[src/rtl/iova_pkg.sv]
// Shared types for the IO virtual address translator.
package iova_pkg;

    // Sequencer states of the single-outstanding translation walk.
    typedef enum logic [1:0] {
        ST_IDLE  = 2'd0,
        ST_ISSUE = 2'd1,
        ST_WAIT  = 2'd2,
        ST_RESP  = 2'd3
    } walk_state_e;

endpackage

[src/rtl/iova_cfg_regs.sv]
// Configuration registers: control word, table base word and derived
// window start. Assumes one write per cycle. The window start is recomputed
// from the range field at the same edge that stores the control word.
module iova_cfg_regs #(
    parameter int ADDR_W       = 32,
    parameter int DATA_W       = 32,
    parameter int SEL_W        = 2,
    parameter int RANGE_LSB    = 2,
    parameter int RANGE_W      = 3,
    parameter int MIN_WIN_LOG2 = 24
) (
    input  logic              clk,
    input  logic              rst_n,
    input  logic              we,
    input  logic [SEL_W-1:0]  sel,
    input  logic [DATA_W-1:0] wdata,
    output logic [DATA_W-1:0] rdata,
    output logic [DATA_W-1:0] base_o,
    output logic [ADDR_W-1:0] win_start_o
);
    localparam logic [SEL_W-1:0] SEL_CTRL = SEL_W'(0);
    localparam logic [SEL_W-1:0] SEL_BASE = SEL_W'(1);

    logic [DATA_W-1:0]  ctrl_q;
    logic [DATA_W-1:0]  base_q;
    logic [ADDR_W-1:0]  start_q;
    logic [RANGE_W-1:0] range_in;
    logic [ADDR_W-1:0]  start_next;

    // Window start for the incoming range code: all ones above the window size.
    always_comb begin
        range_in   = wdata[RANGE_LSB +: RANGE_W];
        start_next = {ADDR_W{1'b1}} << (MIN_WIN_LOG2 + int'(range_in));
    end

    // Register storage with synchronous active-low reset.
    always_ff @(posedge clk) begin
        if (!rst_n) begin
            ctrl_q  <= '0;
            base_q  <= '0;
            start_q <= '0;
        end else if (we) begin
            if (sel == SEL_CTRL) begin
                ctrl_q  <= wdata;
                start_q <= start_next;
            end else if (sel == SEL_BASE) begin
                base_q  <= wdata;
            end
        end
    end

    // Read mux; unmapped words read zero.
    always_comb begin
        unique case (sel)
            SEL_CTRL: rdata = ctrl_q;
            SEL_BASE: rdata = base_q;
            default:  rdata = '0;
        endcase
    end

    assign base_o      = base_q;
    assign win_start_o = start_q;
endmodule

[src/rtl/iova_entry_addr.sv]
// Table entry address former (combinational). Clears the window-start bits
// of the virtual address, scales the page index to a 4-byte entry offset and
// adds the table byte address (base shifted left).
module iova_entry_addr #(
    parameter int ADDR_W     = 32,
    parameter int DATA_W     = 32,
    parameter int PAGE_SHIFT = 12,
    parameter int BASE_SHIFT = 4,
    parameter int ENTRY_LOG2 = 2
) (
    input  logic [DATA_W-1:0] base,
    input  logic [ADDR_W-1:0] win_start,
    input  logic [ADDR_W-1:0] va,
    output logic [ADDR_W-1:0] entry_addr
);
    localparam int                IDX_SHIFT  = PAGE_SHIFT - ENTRY_LOG2;
    localparam logic [ADDR_W-1:0] ALIGN_MASK = ~ADDR_W'((1 << ENTRY_LOG2) - 1);

    logic [ADDR_W-1:0] table_addr;
    logic [ADDR_W-1:0] rel_va;
    logic [ADDR_W-1:0] entry_off;

    // Combine table origin with the aligned page offset.
    always_comb begin
        table_addr = ADDR_W'(base) << BASE_SHIFT;
        rel_va     = va & ~win_start;
        entry_off  = (rel_va >> IDX_SHIFT) & ALIGN_MASK;
        entry_addr = table_addr + entry_off;
    end
endmodule

[src/rtl/iova_pa_form.sv]
// Physical address former (combinational). Restores entry byte order when
// the memory port is little-endian, keeps only the page-number field, moves
// it to the page position and adds the page offset.
module iova_pa_form #(
    parameter int ADDR_W      = 32,
    parameter int DATA_W      = 32,
    parameter int PAGE_SHIFT  = 12,
    parameter int PPN_LSB     = 8,
    parameter int PPN_W       = 19,
    parameter bit MEM_PORT_LE = 1'b1
) (
    input  logic [DATA_W-1:0]     raw,
    input  logic [PAGE_SHIFT-1:0] page_off,
    output logic [ADDR_W-1:0]     pa
);
    localparam int                NBYTES   = DATA_W / 8;
    localparam logic [DATA_W-1:0] PPN_MASK = DATA_W'(((64'd1 << PPN_W) - 64'd1) << PPN_LSB);

    logic [DATA_W-1:0] entry;
    logic [DATA_W-1:0] ppn_field;

    // Byte order fix-up chosen by the port endianness.
    generate
        if (MEM_PORT_LE) begin : g_swap
            for (genvar b = 0; b < NBYTES; b++) begin : g_byte
                assign entry[8*b +: 8] = raw[8*(NBYTES-1-b) +: 8];
            end
        end else begin : g_pass
            assign entry = raw;
        end
    endgenerate

    // Place the page number and add the offset inside the page.
    always_comb begin
        ppn_field = entry & PPN_MASK;
        pa        = (ADDR_W'(ppn_field >> PPN_LSB) << PAGE_SHIFT) + ADDR_W'(page_off);
    end
endmodule

[src/rtl/iova_walk_fsm.sv]
// Walk sequencer: accepts one request, issues one entry read, waits for the
// data and presents a one-cycle response. Assumes read data arrives no
// sooner than the cycle after the read request.
module iova_walk_fsm #(
    parameter int ADDR_W     = 32,
    parameter int PAGE_SHIFT = 12
) (
    input  logic                  clk,
    input  logic                  rst_n,
    input  logic                  req_valid,
    input  logic [ADDR_W-1:0]     entry_addr_in,
    input  logic [PAGE_SHIFT-1:0] va_off_in,
    input  logic [ADDR_W-1:0]     pa_in,
    input  logic                  mem_rvalid,
    output logic                  req_ready,
    output logic                  mem_req,
    output logic [ADDR_W-1:0]     mem_addr,
    output logic [PAGE_SHIFT-1:0] va_off,
    output logic                  rsp_valid,
    output logic [ADDR_W-1:0]     rsp_pa
);
    import iova_pkg::*;

    walk_state_e           state_q;
    logic [ADDR_W-1:0]     addr_q;
    logic [PAGE_SHIFT-1:0] off_q;
    logic [ADDR_W-1:0]     pa_q;

    // State advance and capture of walk operands.
    always_ff @(posedge clk) begin
        if (!rst_n) begin
            state_q <= ST_IDLE;
            addr_q  <= '0;
            off_q   <= '0;
            pa_q    <= '0;
        end else begin
            unique case (state_q)
                ST_IDLE: if (req_valid) begin
                    addr_q  <= entry_addr_in;
                    off_q   <= va_off_in;
                    state_q <= ST_ISSUE;
                end
                ST_ISSUE: state_q <= ST_WAIT;
                ST_WAIT: if (mem_rvalid) begin
                    pa_q    <= pa_in;
                    state_q <= ST_RESP;
                end
                ST_RESP: state_q <= ST_IDLE;
                default: state_q <= ST_IDLE;
            endcase
        end
    end

    // Outputs decoded from the walk state.
    always_comb begin
        req_ready = (state_q == ST_IDLE);
        mem_req   = (state_q == ST_ISSUE);
        rsp_valid = (state_q == ST_RESP);
        mem_addr  = addr_q;
        va_off    = off_q;
        rsp_pa    = pa_q;
    end
endmodule

[src/rtl/iova_xlate.sv]
// Top of the IO virtual address translator: register port, entry address
// former, physical address former and walk sequencer. One translation is
// outstanding at a time.
module iova_xlate #(
    parameter int ADDR_W       = 32,
    parameter int DATA_W       = 32,
    parameter int SEL_W        = 2,
    parameter int PAGE_SHIFT   = 12,
    parameter int BASE_SHIFT   = 4,
    parameter int RANGE_LSB    = 2,
    parameter int RANGE_W      = 3,
    parameter int MIN_WIN_LOG2 = 24,
    parameter int PPN_LSB      = 8,
    parameter int PPN_W        = 19,
    parameter bit MEM_PORT_LE  = 1'b1
) (
    input  logic              clk,
    input  logic              rst_n,
    input  logic              cfg_we,
    input  logic [SEL_W-1:0]  cfg_addr,
    input  logic [DATA_W-1:0] cfg_wdata,
    output logic [DATA_W-1:0] cfg_rdata,
    input  logic              req_valid,
    output logic              req_ready,
    input  logic [ADDR_W-1:0] req_va,
    output logic              rsp_valid,
    output logic [ADDR_W-1:0] rsp_pa,
    output logic              mem_req,
    output logic [ADDR_W-1:0] mem_addr,
    input  logic              mem_rvalid,
    input  logic [DATA_W-1:0] mem_rdata
);
    logic [DATA_W-1:0]     base_w;
    logic [ADDR_W-1:0]     start_w;
    logic [ADDR_W-1:0]     entry_addr_w;
    logic [PAGE_SHIFT-1:0] off_w;
    logic [ADDR_W-1:0]     pa_w;

    iova_cfg_regs #(
        .ADDR_W(ADDR_W), .DATA_W(DATA_W), .SEL_W(SEL_W),
        .RANGE_LSB(RANGE_LSB), .RANGE_W(RANGE_W), .MIN_WIN_LOG2(MIN_WIN_LOG2)
    ) u_regs (
        .clk(clk), .rst_n(rst_n), .we(cfg_we), .sel(cfg_addr),
        .wdata(cfg_wdata), .rdata(cfg_rdata),
        .base_o(base_w), .win_start_o(start_w)
    );

    iova_entry_addr #(
        .ADDR_W(ADDR_W), .DATA_W(DATA_W), .PAGE_SHIFT(PAGE_SHIFT),
        .BASE_SHIFT(BASE_SHIFT), .ENTRY_LOG2(2)
    ) u_eaddr (
        .base(base_w), .win_start(start_w), .va(req_va),
        .entry_addr(entry_addr_w)
    );

    iova_pa_form #(
        .ADDR_W(ADDR_W), .DATA_W(DATA_W), .PAGE_SHIFT(PAGE_SHIFT),
        .PPN_LSB(PPN_LSB), .PPN_W(PPN_W), .MEM_PORT_LE(MEM_PORT_LE)
    ) u_pa (
        .raw(mem_rdata), .page_off(off_w), .pa(pa_w)
    );

    iova_walk_fsm #(
        .ADDR_W(ADDR_W), .PAGE_SHIFT(PAGE_SHIFT)
    ) u_fsm (
        .clk(clk), .rst_n(rst_n), .req_valid(req_valid),
        .entry_addr_in(entry_addr_w), .va_off_in(req_va[PAGE_SHIFT-1:0]),
        .pa_in(pa_w), .mem_rvalid(mem_rvalid),
        .req_ready(req_ready), .mem_req(mem_req), .mem_addr(mem_addr),
        .va_off(off_w), .rsp_valid(rsp_valid), .rsp_pa(rsp_pa)
    );
endmodule

[config.mk]
export PLATFORM = sky130hd
export DESIGN_NAME = iova_xlate
export DESIGN_NICKNAME = d
export VERILOG_FILES = /design/src/rtl/iova_pkg.sv /design/src/rtl/iova_cfg_regs.sv /design/src/rtl/iova_entry_addr.sv /design/src/rtl/iova_pa_form.sv /design/src/rtl/iova_walk_fsm.sv /design/src/rtl/iova_xlate.sv
export SDC_FILE = /design/constraint.sdc
export NUM_CORES = 1
export LEC_CHECK = 0
export BUFFER_PORTS_ARGS = -buffer_cell sky130_fd_sc_hd__buf_2
export CAP_MARGIN = 10
export CORE_ASPECT_RATIO = 1.75
export CORE_UTILIZATION = 40
export CTS_CLUSTER_SIZE = 16
export DETAILED_ROUTE_END_ITERATION = 12
export SLEW_MARGIN = 25
export SYNTH_ARGS = -nofsm -noshare
export SYNTH_HDL_FRONTEND = slang
export SYNTH_HIERARCHICAL = 1
export SYNTH_SLANG_ARGS = --single-unit
export TNS_END_PERCENT = 5
[constraint.sdc]
create_clock -name clk -period 3.3 [get_ports clk]
set_clock_uncertainty 0.2 [all_clocks]
set_input_delay 0.165 -clock clk [delete_from_list [all_inputs] [get_ports clk]]
set_output_delay 0.165 -clock clk [all_outputs]
set_load 0.005 [all_outputs]
---- Yosys cells after proc, flatten, opt, wreduce, memory -nomap -nowiden ----
Index checks and enable logic that the tools add are counted.
word-level totals
  register bits ........................... 174
  bits of input ports ..................... 103
  output and inout port bits .............. 99
  word-level logic and storage cells ...... 31
cells by class
  $add $sub $neg .......................... 3
  equal/unequal tests ..................... 6
  shift-type cells ........................ 1
  muxes and demuxes ....................... 4
  bitwise gates (word level) .............. 3
  reduce and logical (&&, ||, !) cells .... 7
operator list
  cell                      count
  $pmux W32 S2              1
  $add A31 B12 Y32          1
  $add A32 B22 Y32          1
  $and A32 B32 Y32          1
  $not A32 Y32              1
  $shl A32 B32 Y32 const A  1
  $pmux W2 S4               1
  $reduce_and A2 Y1         4
  $add A5 B3 Y6 const A     1
  $eq A2 B1 Y1 const B      2
  $eq A2 B2 Y1 const B      2
  $logic_not A2 Y1          2
  $mux W2                   2
  $ne A2 B2 Y1 const B      2
  $reduce_and A3 Y1         1
  $not A1 Y1                1

---- Depth between registers and ports, before layout ----
Gate-level depths: netlist (run 1).
  word-level depth ........................ 3
  mapped depth ............................ 13
  depth with buffers taken out ............ 12

---- Modules after synthesis ----
The synthesis (run 1) kept the hierarchy.
modules (own cells, without submodules)
  module           instances  cells an instance  area each (um2)  sequential area each (um2)
  iova_cfg_regs    1          414                3273.1           1441.4
  iova_walk_fsm    1          349                3079.2           1561.5
  iova_entry_addr  1          157                1149.9           0.0
  iova_pa_form     1          33                 244.0            0.0

---- Least setup slack after synthesis (run 1) ----
No wires, ideal clock.
  path type ............................... reg-to-reg
  start ................................... register u_regs.base_q[8] (netlist: u_regs/base_o[8])
  end ..................................... register u_fsm.addr_q[21] (netlist: u_fsm/mem_addr[21])
  library setup time ...................... 0.070 ns
  arrival time ............................ 2.093 ns
  required time ........................... 3.030 ns
  slack ................................... 0.937 ns
  cell stages (with the launch flop) ...... 11
  buffers on the path ..................... 0
  period minus slack after synthesis ...... 2.363 ns
  path through ............................ dfxtp_1 -> ha_1 -> a21oi_1 -> o22ai_1 -> a211oi_2 -> a21oi_2 -> a221o_1 -> a21oi_2 -> xnor2_1 -> nand2_1 -> a21boi_1
between the ends
  word-level cells in the longest chain between the ends .. 1
ends and longest elaborated chain
  what                      RTL line               RTL
  start: declaration        iova_cfg_regs.sv:25    logic [DATA_W-1:0] base_q;
  start signal: assignment  iova_cfg_regs.sv:47    base_q <= wdata;
  $add A32 B22 Y32          iova_entry_addr.sv:28  entry_addr = table_addr + entry_off;
  net entry_addr_w[21]      iova_xlate.sv:35       logic [ADDR_W-1:0] entry_addr_w;
  end signal: assignment    iova_walk_fsm.sv:39    addr_q <= entry_addr_in;
  end: declaration          iova_walk_fsm.sv:25    logic [ADDR_W-1:0] addr_q;
The timed path passes the listed nets, and every way through them passes these cells.
A chain may end at the register's enable or synchronous reset.

---- Final worst setup path (run 1) ----
Ends and elaborated chain as after synthesis.

==> run metrics, run 1 <==
f_max=374 MHz; Clock transition at path regs=roughly 0.060 ns; die area=19700 sq um; Ys Warns=6; Diodes inserted=0; total of max-cap violations=0; TNS Setup=0 ns; DRC=0; r2r worst-path depth=10; site row count=66; CP Launch Type=flip-flop; starting density of the core=0.410; post-CTS resize count=0; Layout area overhead=26.0%; initial antenna violation count=0; reg2reg end=u_fsm/mem_addr[21]; worst r2r src=u_regs/base_o[8]; Syn Inst Count=between 900 and 1000; syn avg cell area=8.14 sq um; Chip Width=107 microns; worst hold path depth=4; root buffer cell=clkbuf_16; Total Wirelength=18.8 mm; status=complete, no violations; Synth Cell Area=7660 sq um; layout cell share with drive strength beyond 1=0.226; CTS tree=done; largest net degree at the start of global routing=100; total gr overflow=0; Worst Hold Class=in -> reg; DRT antenna net count=0; gr usage total=0.193; worst skew pair latency=approximately 0.42 ns; reg2reg setup slack=0.63 ns; worst path required time=~3.4 ns; WL/cell=13.7 microns; I/O pin total=202; RSZ-0062 raised after global routing=false; Die Span Y=~190 microns; Slew @ Worst Pin=around 0.9 ns; Hold Vio Cnt, Final=0; PwrDens=slightly above 500 nW/um^2; fin crit period=2.67 ns; H-tree lvl count=4; Final WS setup=~0.63 ns; min-delay src=mem_rvalid; via-per-instance ratio=4.87; Pins Over Slew Limit=0; arrival time worst endpoint=2.81 ns; Placement Setup Slack=between 0.6 and 0.7 ns; vias in the first global route=6206; DR pass1 iterations=4; Setup CP Type=reg -> reg; drt initial violations=289; Detailed Place HPWL=12.6 mm; Final Cycle Share=0.810; CTS sink count=150; worst rel slew slack=0.396; Final Setup Violations=0; Core Region=18700 sq um; Finished Layout Cells=1375; global-route wire length before repair=30.0 mm; Final Total Pwr=0.00498 W; port bufs=between 150 and 200; CTS Buffer Depth=2; routability cong.=between 0.7 and 0.8; CP max FO=5; Num CTS Buffers=17; Final nets=1253; # placed instances=around 1300; Worst setup EP type=flip-flop; Leak=4.40 nW; DR vias=around 6700; Hold Path End=u_fsm/state_q[1]; IR drop worst, VDD=0.302 mV
state kept, by name, summed over array words and instances, names as in the netlist:
signal / cells
u_fsm/mem_addr: 32
u_fsm/rsp_pa: 32
u_fsm/state_q: 2
u_fsm/va_off: 12
u_regs/base_o: 32
u_regs/ctrl_q: 32
u_regs/win_start_o: 8
stage by stage:
stage           util  hold WS (ns)  area [sq um]
3_3_place_gp   0.448         0.193          8350
6_report       0.517        0.0676          9650
3_5_place_dp   0.448         0.198          8350
2_1_floorplan      -        0.0951          7700
5_1_grt        0.517        0.0989          9650
4_1_cts        0.517        0.0421          9650
layout make-up:
class | count | area, sq um
multi-input cells | 687 | 3990
flip-flops and latches | 150 | 3000
well taps | 238 | 298
fillers | 1848 | 9010
clock buffers | 18 | 429
inverters | 8 | 30.0
clock inverters | 12 | 204
repair buffers | 262 | 1690
power by group:
| group | internal [W] | switching, W |
|---|---|---|
| clock network | 0.00134 | 0.000769 |
| registers | 0.00194 | 0.0000716 |
| logic | 0.000353 | 0.000511 |
timing repair:
item,in CTS,in global routing
hold buffers,66,0
buffers inserted,0,0
endpoints found under the hold margin,105,0
critical path, stage by stage, from the launching register on:
cell and delay [ns]:
dfxtp_1 0.35, ha_1 0.39, a21oi_1 0.22, o22ai_1 0.14, a211oi_2 0.38, a21oi_2 0.12, a221o_1 0.33, a21oi_2 0.15
xnor2_1 0.12, nand2_1 0.06, a21boi_1 0.14
metal layers:
layer  routed length, microns  part of all wire  track usage  vias up
met3                      737             0.039       0.0327       27
met5                        0                 0            0        -
li1                         -                 -            -     3453
met4                      493             0.026       0.0877        0
met2                     9580              0.51        0.349      172
met1                     7980              0.42        0.217     3039
how the worst max path moves through the flow:
| stage | start | slack (ns) | depth (start not counted) | to |
|---|---|---|---|---|
| 2_1_floorplan | u_regs/base_o[8] | 0.94 | 10 | u_fsm/mem_addr[21] |
| 3_3_place_gp | req_va[14] | 0.63 | 13 | u_fsm/mem_addr[18] |
| 3_5_place_dp | req_va[14] | 0.61 | 13 | u_fsm/mem_addr[18] |
| 4_1_cts | u_regs/base_o[0] | 0.64 | 11 | u_fsm/mem_addr[18] |
| 5_1_grt | u_regs/win_start_o[24] | 0.36 | 11 | u_fsm/mem_addr[31] |
| 6_report | u_regs/base_o[8] | 0.63 | 10 | u_fsm/mem_addr[21] |
cells in the final DEF (no fill, tap or decap), types with 23 or more instances in the layout:
cell type        n
nor2_1          40
a21boi_0        31
dfxtp_1        150
nand2_1        223
ha_1            23
nand3_1        113
a21boi_1        35
nor2b_1         23
dlygate4sd3_1   66
buf_2          187
mux2i_1         33
o21ai_0         36
Power figures use the tool's default switching activity.
==> inputs of run 2 (changes only) <==
--- a/config.mk
+++ b/config.mk
@@ -11,6 +11,7 @@
 export CORE_UTILIZATION = 40
 export CTS_CLUSTER_SIZE = 16
 export DETAILED_ROUTE_END_ITERATION = 12
+export PLACE_DENSITY = 0.66
 export SLEW_MARGIN = 25
 export SYNTH_ARGS = -nofsm -noshare
 export SYNTH_HDL_FRONTEND = slang
==> constraint.sdc (replaced) <==
create_clock -name clk -period 2.3 [get_ports clk]
set_clock_uncertainty 0.2 [all_clocks]
set_input_delay 0.115 -clock clk [delete_from_list [all_inputs] [get_ports clk]]
set_output_delay 0.115 -clock clk [all_outputs]
set_load 0.005 [all_outputs]
==> run 2 against run 1 <==
The run now ends with negative setup slack left. Critical path depth is 1 higher. Combinational power is 62% higher. Register-to-register slack worse by 0.76 ns. Via count is 4.0% higher. Worst hold slack better by 0.0091 ns. Sequential share of layout area is 1.9 points lower. Global-route usage is 0.57 points higher. Design area is 6.8% higher. Clock power is 35% higher. Largest power group is now sequential cells.
==> run metrics, run 2 (synthesis gave the netlist of run 1 again) <==
Final WS setup=-0.129 ns (-0.756 ns); WL/cell=13.5 microns (-1.5%); I/O pin total=202 (unchanged); commonest non-fill, non-tap cell in the layout=nand2_1; Chip Width=107 microns (unchanged); global-route wire length before repair=31.0 mm (+3.3%); f_max=412 MHz (+10%); failing checks=negative setup slack; TNS Setup=-0.467 ns (-0.467 ns); total of max-cap violations=0 (unchanged); worst-path cell chain=ha_1, a21oi_2, o22ai_2, a211oi_2, buf_4, a21oi_2, a221o_1, a21oi_2, xnor2_1, nand2_1, a21boi_1; via-per-instance ratio=4.82 (-1.0%); CTS Buffer Depth=2 (unchanged); RSZ-0062 raised after global routing=true; Setup CP Type=reg -> reg; Core Region=18700 sq um (unchanged); gr usage total=0.198 (+0.00565); Worst path depth=11 (+1); Slew @ Worst Pin=0.605 ns (-0.299 ns); largest net degree at the start of global routing=90 (-10%); CP Launch Type=flip-flop; Detailed Place HPWL=13.3 mm (+6.1%); worst rel slew slack=0.597 (+0.201); DR vias=6956 (+4.0%); CTS sink count=150 (unchanged); Num CTS Buffers=17 (unchanged); Final Cycle Share=1.06 (+0.246); worst hold path depth=5 (+1); initial antenna violation count=0 (unchanged); vias in the first global route=6609 (+6.5%); Worst Hold Class=in -> reg; DRT antenna net count=0 (unchanged); most frequent cells in the layout=nand2_1, buf_2, dfxtp_1; Worst setup EP type=flip-flop; layout cell share with drive strength beyond 1=0.290 (+0.0642); root buffer cell=clkbuf_16; Pins Over Slew Limit=0 (unchanged); total gr overflow=0 (unchanged); Layout area overhead=34.5%; slowest CP cell=ha_1; H-tree lvl count=4 (unchanged); CP max FO=4 (-1); postcts setup bufs=0 (unchanged); Placement Setup Slack=-0.245 ns (-0.854 ns); Total Wirelength=19.4 mm (+3.4%); status=complete, but fails checks; site row count=66 (unchanged); Die Span Y=185 microns (unchanged); drt initial violations=286 (-1.0%); worst skew pair latency=0.42 ns (about the same); Finished Layout Cells=1444 (+5.0%); arrival time worst endpoint=2.58 ns (-0.23 ns); CTS tree=done; Final nets=1320 (+5.3%); r2r worst-path depth=11 (+1); port bufs=188 (unchanged); IR drop worst, VDD=0.399 mV (+32%); Final Setup Violations=6 (+6); Clock transition at path regs=0.06 ns (about the same); DR pass1 iterations=4 (unchanged); routability cong.=0.847 (+6.0%); crit-path most repeated cell=a21oi_2; Critical Path Max Stage Delay=0.36 ns (-0.03 ns); worst path required time=2.45 ns (-0.99 ns); fin crit period=2.43 ns (-0.244 ns); Leak=4.72 nW (+7.2%); Crit path buffers/inverters=1 (+1); Hold Vio Cnt, Final=0 (unchanged); PwrDens=691 nW/um^2 (+34%); starting density of the core=0.410 (unchanged); Diodes inserted=0 (unchanged); Crit path max-delay family=compound AO/OA/AOI/OAI gates; die area=19700 sq um (unchanged); # placed instances=1343 (+5.0%); Fin Hold WS=0.0767 ns (+0.00911 ns); DRC=0 (unchanged)
## run 2: cell types whose count changed in the layout (fill, tap and decap cells not counted), moves of 4 or more
cell     previous run  this run
ha_4                0         4
buf_4               6        68
a21oi_1            15         8
ha_1               23        18
a21oi_2             2         9
## run 2: per-layer routing
| layer | share of wire | vias to the layer above | track usage |
|---|---|---|---|
| met2 | 0.52 | 160 | 0.363 |
| met4 | 0.023 | 0 | 0.0849 |
| li1 | - | 3584 | - |
| met5 | 0 | - | 0 |
| met3 | 0.041 | 31 | 0.0398 |
| met1 | 0.42 | 3181 | 0.218 |
## run 2: worst paths after layout
kind | start | endpoint | slack (ns)
max reg2reg | u_regs/base_o[6] | u_fsm/mem_addr[21] | -0.13
min reg2reg | u_regs/ctrl_q[24] | u_regs/ctrl_q[24] | 0.25
min | req_va[14] | u_fsm/mem_addr[4] | 0.08
max | u_regs/base_o[6] | u_fsm/mem_addr[21] | -0.13
## run 2: layout make-up
type / instances / area [sq um]
clock buffer: 21 / 450
clock inverter: 11 / 150
fill: 1736 / 8360
inverter: 8 / 30.0
multi-input combinational: 687 / 4150
sequential: 150 / 3010
tap: 238 / 298
timing repair buffer: 329 / 2220
## run 2: power by group
| part | internal, W | switching [W] |
|---|---|---|
| combinational | 0.000627 | 0.000770 |
| clock | 0.00174 | 0.00110 |
| sequential | 0.00278 | 0.000104 |
## run 2: metrics by stage
| step | area [sq um] | total power (W) | utilization |
|---|---|---|---|
| after floorplan | 7700 | 0.00386 | - |
| after global placement | 8850 | 0.00421 | 0.474 |
| after detailed placement | 8850 | 0.00423 | 0.474 |
| after CTS | 10200 | 0.00719 | 0.548 |
| after global routing | 10300 | 0.00750 | 0.552 |
| final | 10300 | 0.00712 | 0.552 |
## run 2: what timing repair did
action,4_1_cts,5_1_grt
resized for setup,19,16
endpoints found under the hold margin,117,0
pin swaps,12,2
hold buffers,69,0
setup endpoints to repair,15,18
## run 2: worst register-to-register path, stage by stage (launching register included)
cell,delay [ns]
dfxtp_1,0.33
ha_1,0.36
a21oi_2,0.20
o22ai_2,0.12
a211oi_2,0.15
buf_4,0.16
a21oi_2,0.07
a221o_1,0.31
a21oi_2,0.14
xnor2_1,0.14
nand2_1,0.07
a21boi_1,0.11
